[config.mk]
export PLATFORM = sky130hd
export DESIGN_NAME = osc_meas_ctrl
export DESIGN_NICKNAME = d
export VERILOG_FILES = /design/src/rtl/osc_meas_pkg.sv /design/src/rtl/sby_edge_sync.sv /design/src/rtl/gate_gen.sv /design/src/rtl/osc_ctrl_reg.sv /design/src/rtl/osc_meas_ctrl.sv
export SDC_FILE = /design/constraint.sdc
export NUM_CORES = 1
export LEC_CHECK = 0
export ABC_AREA = 1
export BUFFER_PORTS_ARGS = -buffer_cell sky130_fd_sc_hd__buf_4
export CAP_MARGIN = 25
export CELL_PAD_IN_SITES_DETAIL_PLACEMENT = 0
export CELL_PAD_IN_SITES_GLOBAL_PLACEMENT = 1
export CORE_UTILIZATION = 32
export CTS_CLUSTER_SIZE = 16
export DETAILED_ROUTE_END_ITERATION = 8
export PLACE_DENSITY_LB_ADDON = 0.1
export SLEW_MARGIN = 20
export SYNTH_ARGS = -nofsm -noshare
export SYNTH_HDL_FRONTEND = slang
export SYNTH_HIERARCHICAL = 1
export SYNTH_SLANG_ARGS = --single-unit
[constraint.sdc]
create_clock -name clk -period 1.48 [get_ports clk]
set_clock_uncertainty 0.15 [all_clocks]
set_input_delay 0.148 -clock clk [delete_from_list [all_inputs] [get_ports clk]]
set_output_delay 0.148 -clock clk [all_outputs]
set_load 0.05 [all_outputs]
[src/rtl/osc_meas_pkg.sv]
package osc_meas_pkg;
  localparam int REG_W     = 8;
  localparam int FC_W      = 3;
  localparam int BIT_TEST  = 3;
  localparam int BIT_COUNT = 4;
  localparam int BIT_READY = 7;

  typedef enum logic [1:0] {
    GS_IDLE = 2'd0,
    GS_WAIT = 2'd1,
    GS_HIGH = 2'd2,
    GS_DONE = 2'd3
  } gate_st_e;

  // Nominal oscillator frequency in kHz for a trim code: highest at code 0.
  function automatic int unsigned fc_to_khz(input logic [FC_W-1:0] code);
    return 32'd44 - 32'd4 * 32'(code);
  endfunction
endpackage

[src/rtl/sby_edge_sync.sv]
module sby_edge_sync #(
  parameter int STAGES = 2
) (
  input  logic clk,
  input  logic rst_n,
  input  logic async_in,
  output logic rise
);
  logic [STAGES-1:0] sync_q;
  logic              last_q;

  always_ff @(posedge clk or negedge rst_n) begin
    if (!rst_n) begin
      sync_q <= '0;
      last_q <= 1'b0;
    end else begin
      sync_q <= {sync_q[STAGES-2:0], async_in};
      last_q <= sync_q[STAGES-1];
    end
  end

  assign rise = sync_q[STAGES-1] & ~last_q;
endmodule

[src/rtl/gate_gen.sv]
module gate_gen
  import osc_meas_pkg::*;
(
  input  logic clk,
  input  logic rst_n,
  input  logic count_req,
  input  logic sby_rise,
  output logic gate,
  output logic gate_rise,
  output logic gate_fall
);
  gate_st_e st_q, st_d;

  assign gate_rise = (st_q == GS_WAIT) && count_req && sby_rise;
  assign gate_fall = (st_q == GS_HIGH) && sby_rise;
  assign gate      = (st_q == GS_HIGH);

  always_comb begin
    st_d = st_q;
    unique case (st_q)
      GS_IDLE: if (count_req) st_d = GS_WAIT;
      GS_WAIT: begin
        if (!count_req)     st_d = GS_IDLE;
        else if (gate_rise) st_d = GS_HIGH;
      end
      GS_HIGH: if (gate_fall) st_d = GS_DONE;
      GS_DONE: if (!count_req) st_d = GS_IDLE;
      default: st_d = GS_IDLE;
    endcase
  end

  always_ff @(posedge clk or negedge rst_n) begin
    if (!rst_n) st_q <= GS_IDLE;
    else        st_q <= st_d;
  end

  AST_RISE_NEEDS_REQ: assert property (@(posedge clk) disable iff (!rst_n)
    $rose(gate) |-> $past(count_req));
  AST_NO_RETRIGGER: assert property (@(posedge clk) disable iff (!rst_n)
    (st_q == GS_DONE && count_req) |=> !gate);
  AST_GATE_ENDS_ON_EDGE: assert property (@(posedge clk) disable iff (!rst_n)
    $fell(gate) |-> $past(sby_rise));
endmodule

[src/rtl/osc_ctrl_reg.sv]
module osc_ctrl_reg
  import osc_meas_pkg::*;
(
  input  logic             clk,
  input  logic             rst_n,
  input  logic             wr_en,
  input  logic [REG_W-1:0] wr_data,
  input  logic             hw_set_ready,
  output logic [FC_W-1:0]  fc,
  output logic             test,
  output logic             count,
  output logic             ready
);
  logic ready_d;
  wire  unused_rsvd = ^wr_data[6:5];

  // Software may only clear ready, and only when the stored request is off.
  always_comb begin
    ready_d = ready;
    if (wr_en) ready_d = ready & (wr_data[BIT_READY] | count);
    if (hw_set_ready) ready_d = 1'b1;
  end

  always_ff @(posedge clk or negedge rst_n) begin
    if (!rst_n) begin
      fc    <= '0;
      test  <= 1'b0;
      count <= 1'b0;
      ready <= 1'b0;
    end else begin
      if (wr_en) begin
        fc    <= wr_data[FC_W-1:0];
        test  <= wr_data[BIT_TEST];
        count <= wr_data[BIT_COUNT];
      end
      ready <= ready_d;
    end
  end

  AST_READY_STICKY: assert property (@(posedge clk) disable iff (!rst_n)
    (ready && count) |=> ready);
  AST_HW_SETS_READY: assert property (@(posedge clk) disable iff (!rst_n)
    hw_set_ready |=> ready);
  AST_SW_NO_SET: assert property (@(posedge clk) disable iff (!rst_n)
    (!ready && !hw_set_ready) |=> !ready);
endmodule

[src/rtl/osc_meas_ctrl.sv]
module osc_meas_ctrl
  import osc_meas_pkg::*;
#(
  parameter int SYNC_STAGES = 2
) (
  input  logic       clk,
  input  logic       rst_n,
  input  logic       sby_clk,
  input  logic       wr_en,
  input  logic [7:0] wr_data,
  output logic [7:0] rd_data,
  output logic       gate,
  output logic       tmr_sel,
  output logic [2:0] fc_trim
);
  logic            sby_rise;
  logic            gate_rise;
  logic            gate_fall;
  logic [FC_W-1:0] fc_q;
  logic            test_q, count_q, ready_q;

  sby_edge_sync #(.STAGES(SYNC_STAGES)) u_sync (
    .clk(clk), .rst_n(rst_n), .async_in(sby_clk), .rise(sby_rise)
  );

  gate_gen u_gate (
    .clk(clk), .rst_n(rst_n), .count_req(count_q), .sby_rise(sby_rise),
    .gate(gate), .gate_rise(gate_rise), .gate_fall(gate_fall)
  );

  osc_ctrl_reg u_reg (
    .clk(clk), .rst_n(rst_n), .wr_en(wr_en), .wr_data(wr_data),
    .hw_set_ready(gate_fall), .fc(fc_q), .test(test_q),
    .count(count_q), .ready(ready_q)
  );

  always_comb begin
    rd_data = '0;
    rd_data[FC_W-1:0] = fc_q;
    rd_data[BIT_TEST]  = test_q;
    rd_data[BIT_COUNT] = count_q;
    rd_data[BIT_READY] = ready_q;
  end

  assign tmr_sel = test_q;
  assign fc_trim = fc_q;

  AST_RSVD_ZERO: assert property (@(posedge clk) disable iff (!rst_n)
    rd_data[6:5] == 2'b00);
  AST_FALL_READY: assert property (@(posedge clk) disable iff (!rst_n)
    $fell(gate) |-> rd_data[BIT_READY]);
  AST_RISE_IN_WINDOW: assert property (@(posedge clk) disable iff (!rst_n)
    gate_rise |-> !gate);
endmodule

* After elaboration in Yosys (flattened, before gate mapping)
Index checks and enable logic that the tools add are counted.
Storage, ports and cells: register bits after elaboration 11, input bits 12, output and inout port bits 13
Operators by class: equality and inequality tests 7, mux-type cells 8, bitwise gates (word level) 4, reductions and logical operators 6
Operators with widths (count):
- two-way mux 2 bit | 5
- one-hot mux 2 bit (4 select lines) | 1
- == test 2 bit, second input constant | 2
- inequality test 2 x 1 -> 1 bit, second input constant | 2
- AND reduction 4 bit | 1
- logical AND 1 bit | 3
- inequality test 3 bit, second input constant | 1
- bitwise AND 1 bit | 2
- == test 2 x 1 -> 1 bit, second input constant | 1
- logical NOT 2 bit | 1
- two-way mux 1 bit | 2
- inequality test 2 bit, second input constant | 1
- nonzero test 2 bit | 1
- NOT 1 bit | 1
- OR 1 bit | 1

* Logic depth before layout (Yosys ltp)
Gate-level depths: netlist of the first run.
depth in word-level cells 6, mapped depth 6, gate-level depth less buffers 6

* Cells and area by module
The synthesis of the first run kept the hierarchy.
By module, submodules not included:
- osc_ctrl_reg | instances 1, cells an instance 27, area an instance 247.7 sq um
- gate_gen | instances 1, cells an instance 15, area an instance 112.6 sq um
- sby_edge_sync | instances 1, cells an instance 5, area an instance 85.1 sq um
- osc_meas_ctrl | instances 1, cells an instance 9, area an instance 63.8 sq um

* Worst setup path before layout of the first run
Ideal clock, no wire load.
path type register to output, start point register with a tool-made name, end point output gate, data arrival time 1086 ps, slack 96 ps, stages on the path, launching flop included 3, path buffers 0, path through dfrtp_1 inv_1 nor2_1
RTL lines:
- end: declaration | RTL line osc_meas_ctrl.sv:12 | output logic gate,

==> flow_metrics.env, run 1 <==
export IMPL_fillerInstances=133
export IMPL_wl_per_cell_um=9.806
export IMPL_post_route_period_util_pct=90.10
export IMPL_hold_depth=2
export IMPL_worstSetupEndpointType="output port"
export IMPL_cts_sinks=11
export IMPL_ant_nets=0
export IMPL_dpl_hpwl_um=615.9
export IMPL_cts_resized_gates=0
export IMPL_grtUsageTotal_pct=12.43
export IMPL_power_density_nw_per_um2=1386
export IMPL_post_place_ws_ps=430.2
export IMPL_drv_slew=0
export IMPL_synth_avg_cell_area_um2=9.191
export IMPL_numPortBuffers=20
export IMPL_violations="hold timing"
export IMPL_crit_chain="inv_1, nor2_1, buf_4"
export IMPL_yosys_warnings=6
export IMPL_path_class="reg -> out"
export IMPL_critPathLaunchType="register"
export IMPL_max_freq_mhz=749.9
export IMPL_grt_overflow=0
export IMPL_hold_class="in -> reg"
export IMPL_setup_slack_ps=146.5
export IMPL_die_area_um2=1743
export IMPL_drive_gt1_share_pct=34.62
export IMPL_grt_pass1_vias=390
export IMPL_cp_slowest_stage_delay_ps=400
export IMPL_timing_final_setup_violations=0
export IMPL_peakVddDrop_mv=0.6041
export IMPL_r2r_slack_ps=430
export IMPL_totalWireLength_um=912
export IMPL_worstPathMaxFanout=5
export IMPL_die_x_um=41.75
export IMPL_grt_pass1_wl_um=1614
export IMPL_finalCriticalPeriod_ps=1333
export IMPL_whs_ps=-19.96
export IMPL_synth_cells=55
export IMPL_netlist_area_um2=505.5
export IMPL_cts_max_level=1
export IMPL_p_leak_nw=0.3753
export IMPL_worstHoldEndpoint="u_reg/fc[2]$_DFFE_PN0P_"
export IMPL_worstRegToRegCells=6
export IMPL_cts_root_buf="clkbuf_4"
export IMPL_cts_setup_buffers=0
export IMPL_coreArea_um2=1383
export IMPL_drt_pass1_iterations=4
export IMPL_start_util_pct=36.56
export IMPL_cp_required_ps=1180
export IMPL_clock_path_buffers=2
export IMPL_grt_max_degree=12
export IMPL_cts_tree="done"
export IMPL_insertion_delay_ps=260
export IMPL_num_rows=13
export IMPL_diodes=0
export IMPL_cts_buffers=3
export IMPL_dp_cells=82
export IMPL_drc=0
export IMPL_io_pin_count=25
export IMPL_r2r_end="u_gate/st_q[0]$_DFFE_PN0P_"
export IMPL_instances_no_fill=93
export IMPL_hold_viol_final=4
export IMPL_place_gp_congestion=0.8028
export IMPL_crit_arrival_ps=1040
export IMPL_crit_slowest_cell="dfrtp_1"
export IMPL_finalSetupTns_ps=0
export IMPL_drt_iter0_drc=7
export IMPL_nets=91
export IMPL_via_per_inst=4.376
export IMPL_r2r_start="u_sync/sync_q[1]$_DFF_PN0_"
export IMPL_max_cap_violations=0
export IMPL_clk_pin_slew_ps=70
export IMPL_die_y_um=41.75
export IMPL_areaGrowthSynthToFinish_pct=39.36
export IMPL_min_from="wr_en"
export IMPL_antenna_found_initial=0
export IMPL_grt_setup_unrepaired="false"
export IMPL_status="finished, violations left"
export IMPL_vias=407
==> registers in the layout (all words and copies together), names as in the netlist, named ones only <==
| name | cells |
|---|---|
| u_sync/sync_q | 2 |
| u_sync/last_q | 1 |
| u_gate/st_q | 1 |
| u_reg/ready | 1 |
| u_reg/count | 1 |
| u_reg/test | 1 |
| u_reg/fc | 3 |
==> routing by layer <==
layer	GRT usage (%)	vias up	share of wire, %
met5	0	-	0
met4	0	0	0
met3	6.522	0	4.6
met2	21.56	16	52
met1	14.44	184	44
li1	-	207	-
==> through the flow <==
stage | area, µm² | total power [mW] | utilization, %
2_1_floorplan | 509.2 | 0.6958 | -
3_5_place_dp | 606.8 | 0.7686 | 43.89
3_3_place_gp | 606.8 | 0.7706 | 43.89
6_report | 704.4 | 0.9761 | 50.95
4_1_cts | 744.5 | 1.008 | 53.85
5_1_grt | 704.4 | 1.032 | 50.95
==> cell type report <==
cell class              instances  area (µm²)  share of cell area [%]
multi-input cells              25       121.4                   17.23
clock buffers                   3       22.52                   3.197
repair buffers                 27       220.2                   31.26
flip-flops and latches         11       275.3                   39.08
clock inverters                 1       5.005                  0.7105
inverters                      11       41.29                   5.861
well taps                      15       18.77                   2.664
==> report_power, final <==
group | internal (mW) | leakage [nW] | switching [mW]
combinational | 0.120 | 0.223 | 0.250
sequential | 0.354 | 0.135 | 0.0501
clock | 0.0999 | 0.0177 | 0.102
==> worst max path at each step <==
stage | start | end | slack [ps] | cells after the start
floorplan | register | gate | 100 | 2
global placement | register | gate | 430 | 3
detailed placement | register | gate | 430 | 3
CTS | wr_data[3] | u_reg/test$_DFFE_PN0P_ | 30 | 5
global route | register | gate | 60 | 3
finish | register | gate | 150 | 3
==> worst max-delay path: cells and delay by family (launching register included) <==
kind                   cells  cell delay [ps]
and+or+nand+nor            1               90
DFF                        1              400
buffers and inverters      2              280
==> placed cells by master, fill, tap and decap left out, types with 2 or more instances in the layout <==
| cell | instances |
|---|---|
| inv_1 | 10 |
| nand2_1 | 9 |
| dlygate4sd3_1 | 7 |
| conb_1 | 2 |
| clkbuf_4 | 3 |
| dfrtp_1 | 11 |
| o21ai_1 | 4 |
| buf_4 | 20 |
| nand3_1 | 2 |
| o211ai_1 | 2 |
==> what timing repair did <==
item / in CTS / in global routing
setup endpoints to repair: 0 / 4
endpoints found under the hold margin: 17 / 0
hold buffers: 11 / 0
Note: power is estimated with default switching activity, not from simulation.
==> inputs of run 2 (changes only) <==
--- a/config.mk
+++ b/config.mk
@@ -11,11 +11,10 @@
 export CELL_PAD_IN_SITES_DETAIL_PLACEMENT = 0
 export CELL_PAD_IN_SITES_GLOBAL_PLACEMENT = 1
 export CORE_UTILIZATION = 32
-export CTS_CLUSTER_SIZE = 16
+export CTS_CLUSTER_SIZE = 40
 export DETAILED_ROUTE_END_ITERATION = 8
 export PLACE_DENSITY_LB_ADDON = 0.1
 export SLEW_MARGIN = 20
 export SYNTH_ARGS = -nofsm -noshare
 export SYNTH_HDL_FRONTEND = slang
-export SYNTH_HIERARCHICAL = 1
 export SYNTH_SLANG_ARGS = --single-unit
==> run 2 against run 1 <==
Net effect: the flow still finishes with violations (hold timing); register-to-register slack got worse by 40 ps; wire length is 3.2% higher; hold slack better by 15 ps; clock-buffer cell count increased by 1; combinational power rose by 8.6%; critical path type is now in -> reg; largest cell class unchanged.
==> flow_metrics.env, run 2 <==
export IMPL_cp_required_ps=1480
export IMPL_post_place_ws_ps=365.1
export IMPL_r2r_slack_ps=390
export IMPL_hold_viol_final=1
export IMPL_via_per_inst=4.364
export IMPL_grt_max_degree=12
export IMPL_largest_register="u_reg.fc"
export IMPL_seq_area_frac_synth_pct=55.14
export IMPL_netlist_area_um2=499.2
export IMPL_drc=0
export IMPL_synthArstFlopShare_pct=100.0
export IMPL_synth_edf_count=0
export IMPL_synth_cells=57
export IMPL_yosys_warnings=0
export IMPL_crit_chain="dlygate4sd3_1, buf_4, nand2_1, dlygate4sd3_1, nand2_1"
export IMPL_grt_overflow=0
export IMPL_num_rows=13
export IMPL_drt_pass1_iterations=4
export IMPL_crit_slowest_cell="dlygate4sd3_1"
export IMPL_p_sw_mw=0.4147
export IMPL_io_pin_count=25
export IMPL_critPathLaunchType="input pin"
export IMPL_synth_most_common_cell="nand2_1"
export IMPL_insertion_delay_ps=260
export IMPL_yosysTopAreaCellShare_pct=55.14
export IMPL_path_class="in -> reg"
export IMPL_grt_setup_unrepaired="false"
export IMPL_peakVddDrop_mv=0.5907
export IMPL_place_gp_congestion=0.6813
export IMPL_coreArea_um2=1383
export IMPL_die_area_um2=1722
export IMPL_final_core_util_pct=53.48
export IMPL_switching_share_pct=40.98
export IMPL_worstSetupEndpointType="register"
export IMPL_diodes=0
export IMPL_largest_reg_flops=3
export IMPL_synthTopCellsByArea="dfrtp_1, nand2_1, buf_4"
export IMPL_worstPathMaxFanout=1
export IMPL_synth_commonest_cells="nand2_1, dfrtp_1, buf_4"
export IMPL_cp_slowest_stage_delay_ps=540
export IMPL_cts_max_level=1
export IMPL_grt_pass1_vias=353
export IMPL_finalSetupTns_ps=0
export IMPL_grtUsageTotal_pct=11.32
export IMPL_cts_buffers=3
export IMPL_p_leak_nw=0.3978
export IMPL_clkPwrFrac_pct=19.7
export IMPL_die_x_um=41.50
export IMPL_crit_arrival_ps=1450
export IMPL_cts_setup_buffers=0
export IMPL_clk_pin_slew_ps=70
export IMPL_cts_root_buf="clkbuf_4"
export IMPL_cp_num_buf_inv=3
export IMPL_path_delay_family="buffers and inverters"
export IMPL_setup_slack_ps=35.70
export IMPL_cts_sinks=11
export IMPL_nets=97
export IMPL_vias=432
export IMPL_numPortBuffers=20
export IMPL_max_cap_violations=0
export IMPL_die_y_um=41.50
export IMPL_finalCriticalPeriod_ps=1444
export IMPL_start_util_pct=36.11
export IMPL_p_int_mw=0.5973
export IMPL_whs_ps=-4.808
export IMPL_violations="hold timing"
export IMPL_cts_tree="done"
export IMPL_post_route_period_util_pct=97.59
export IMPL_synth_avg_cell_area_um2=8.758
export IMPL_status="finished, violations left"
export IMPL_areaGrowthSynthToFinish_pct=48.12
export IMPL_antenna_found_initial=0
export IMPL_drive_gt1_share_pct=33.33
export IMPL_grt_pass1_wl_um=1483
export IMPL_clock_path_buffers=2
export IMPL_power_density_nw_per_um2=1369
export IMPL_dpl_hpwl_um=673.8
export IMPL_combPwrFrac_pct=39.7
export IMPL_drv_slew=0
export IMPL_hold_class="in -> reg"
export IMPL_layout_common_cells="nand2_1, buf_4, dfrtp_1, dlygate4sd3_1, inv_1"
export IMPL_wl_per_cell_um=9.505
export IMPL_largest_registers="u_reg.fc: 3 flops, u_sync.sync_q: 2 flops"
export IMPL_synth_top_area_cell="dfrtp_1"
export IMPL_timing_final_setup_violations=0
export IMPL_yosysUniqueCellTypes=12
export IMPL_drt_iter0_drc=14
export IMPL_synthFlopType="dfrtp_1"
export IMPL_totalWireLength_um=941
export IMPL_p_seq_share_pct=40.6
export IMPL_ant_nets=0
export IMPL_max_freq_mhz=692.4
export IMPL_ys_ff_latch=11
run 2: stage by stage:
stage	std cells	area, µm²	power, mW
floorplan	58	503.0	0.7163
global placement	85	611.8	0.7973
detailed placement	85	611.8	0.7994
CTS	100	748.2	1.026
global route	99	739.5	1.076
finish	99	739.5	1.012
run 2: logic make-up after synthesis:
group	synth area share, %
simple gates	18.79
other cells	0.7512
compound gates	8.018
buf+inv	17.29
flops	55.14
run 2: routing by layer:
| metal | GRT usage (%) | part of all wire (%) |
|---|---|---|
| met1 | 14.44 | 47 |
| met2 | 16.88 | 47 |
| met3 | 3.913 | 5.7 |
| met4 | 5.806 | 0 |
| met5 | 0 | 0 |
run 2: power by group through the flow:
stage | Sequential [mW] | Clock [mW] | Combinational [mW]
after floorplan | 0.439 | 0 | 0.278
after global placement | 0.416 | 0 | 0.381
after detailed placement | 0.416 | 0 | 0.383
after CTS | 0.410 | 0.208 | 0.408
after global routing | 0.418 | 0.224 | 0.434
final | 0.411 | 0.199 | 0.402
run 2: layout make-up:
type	count	area, µm²
inverters	7	26.28
multi-input cells	32	141.4
clock buffers	4	26.28
well taps	15	18.77
flip-flops and latches	11	276.5
fillers	150	643.1
repair buffers	30	250.2
run 2: worst paths after layout:
kind | start | endpoint | cells after the start
worst max-delay path | wr_data[0] | u_reg.fc[0]$_DFFE_PN0P_ | 5
worst min-delay path | wr_en | u_reg.fc[1]$_DFFE_PN0P_ | 3
worst max register to register | u_gate.st_q[0]$_DFFE_PN0P_ | u_gate.st_q[0]$_DFFE_PN0P_ | 6
worst min register to register | u_sync.sync_q[0]$_DFF_PN0_ | u_sync.sync_q[1]$_DFF_PN0_ | 0
max in group asynchronous | rst_n | u_reg.count$_DFFE_PN0P_ | 2
min in group asynchronous | rst_n | u_reg.fc[1]$_DFFE_PN0P_ | 2
run 2: timing repair:
action / 4_1_cts / 5_1_grt
gates resized for setup: 0 / 1
hold endpoints to repair: 18 / 1
hold buffers: 11 / 1
endpoints found under the setup margin: 0 / 2
run 2: worst reg2reg max path: stages (launching register included):
cell     delay (ps)
dfrtp_1         430
inv_2            80
nand2_1          80
nand2_1          80
nand2_1          40
nand3_1          70
nand2_1          50
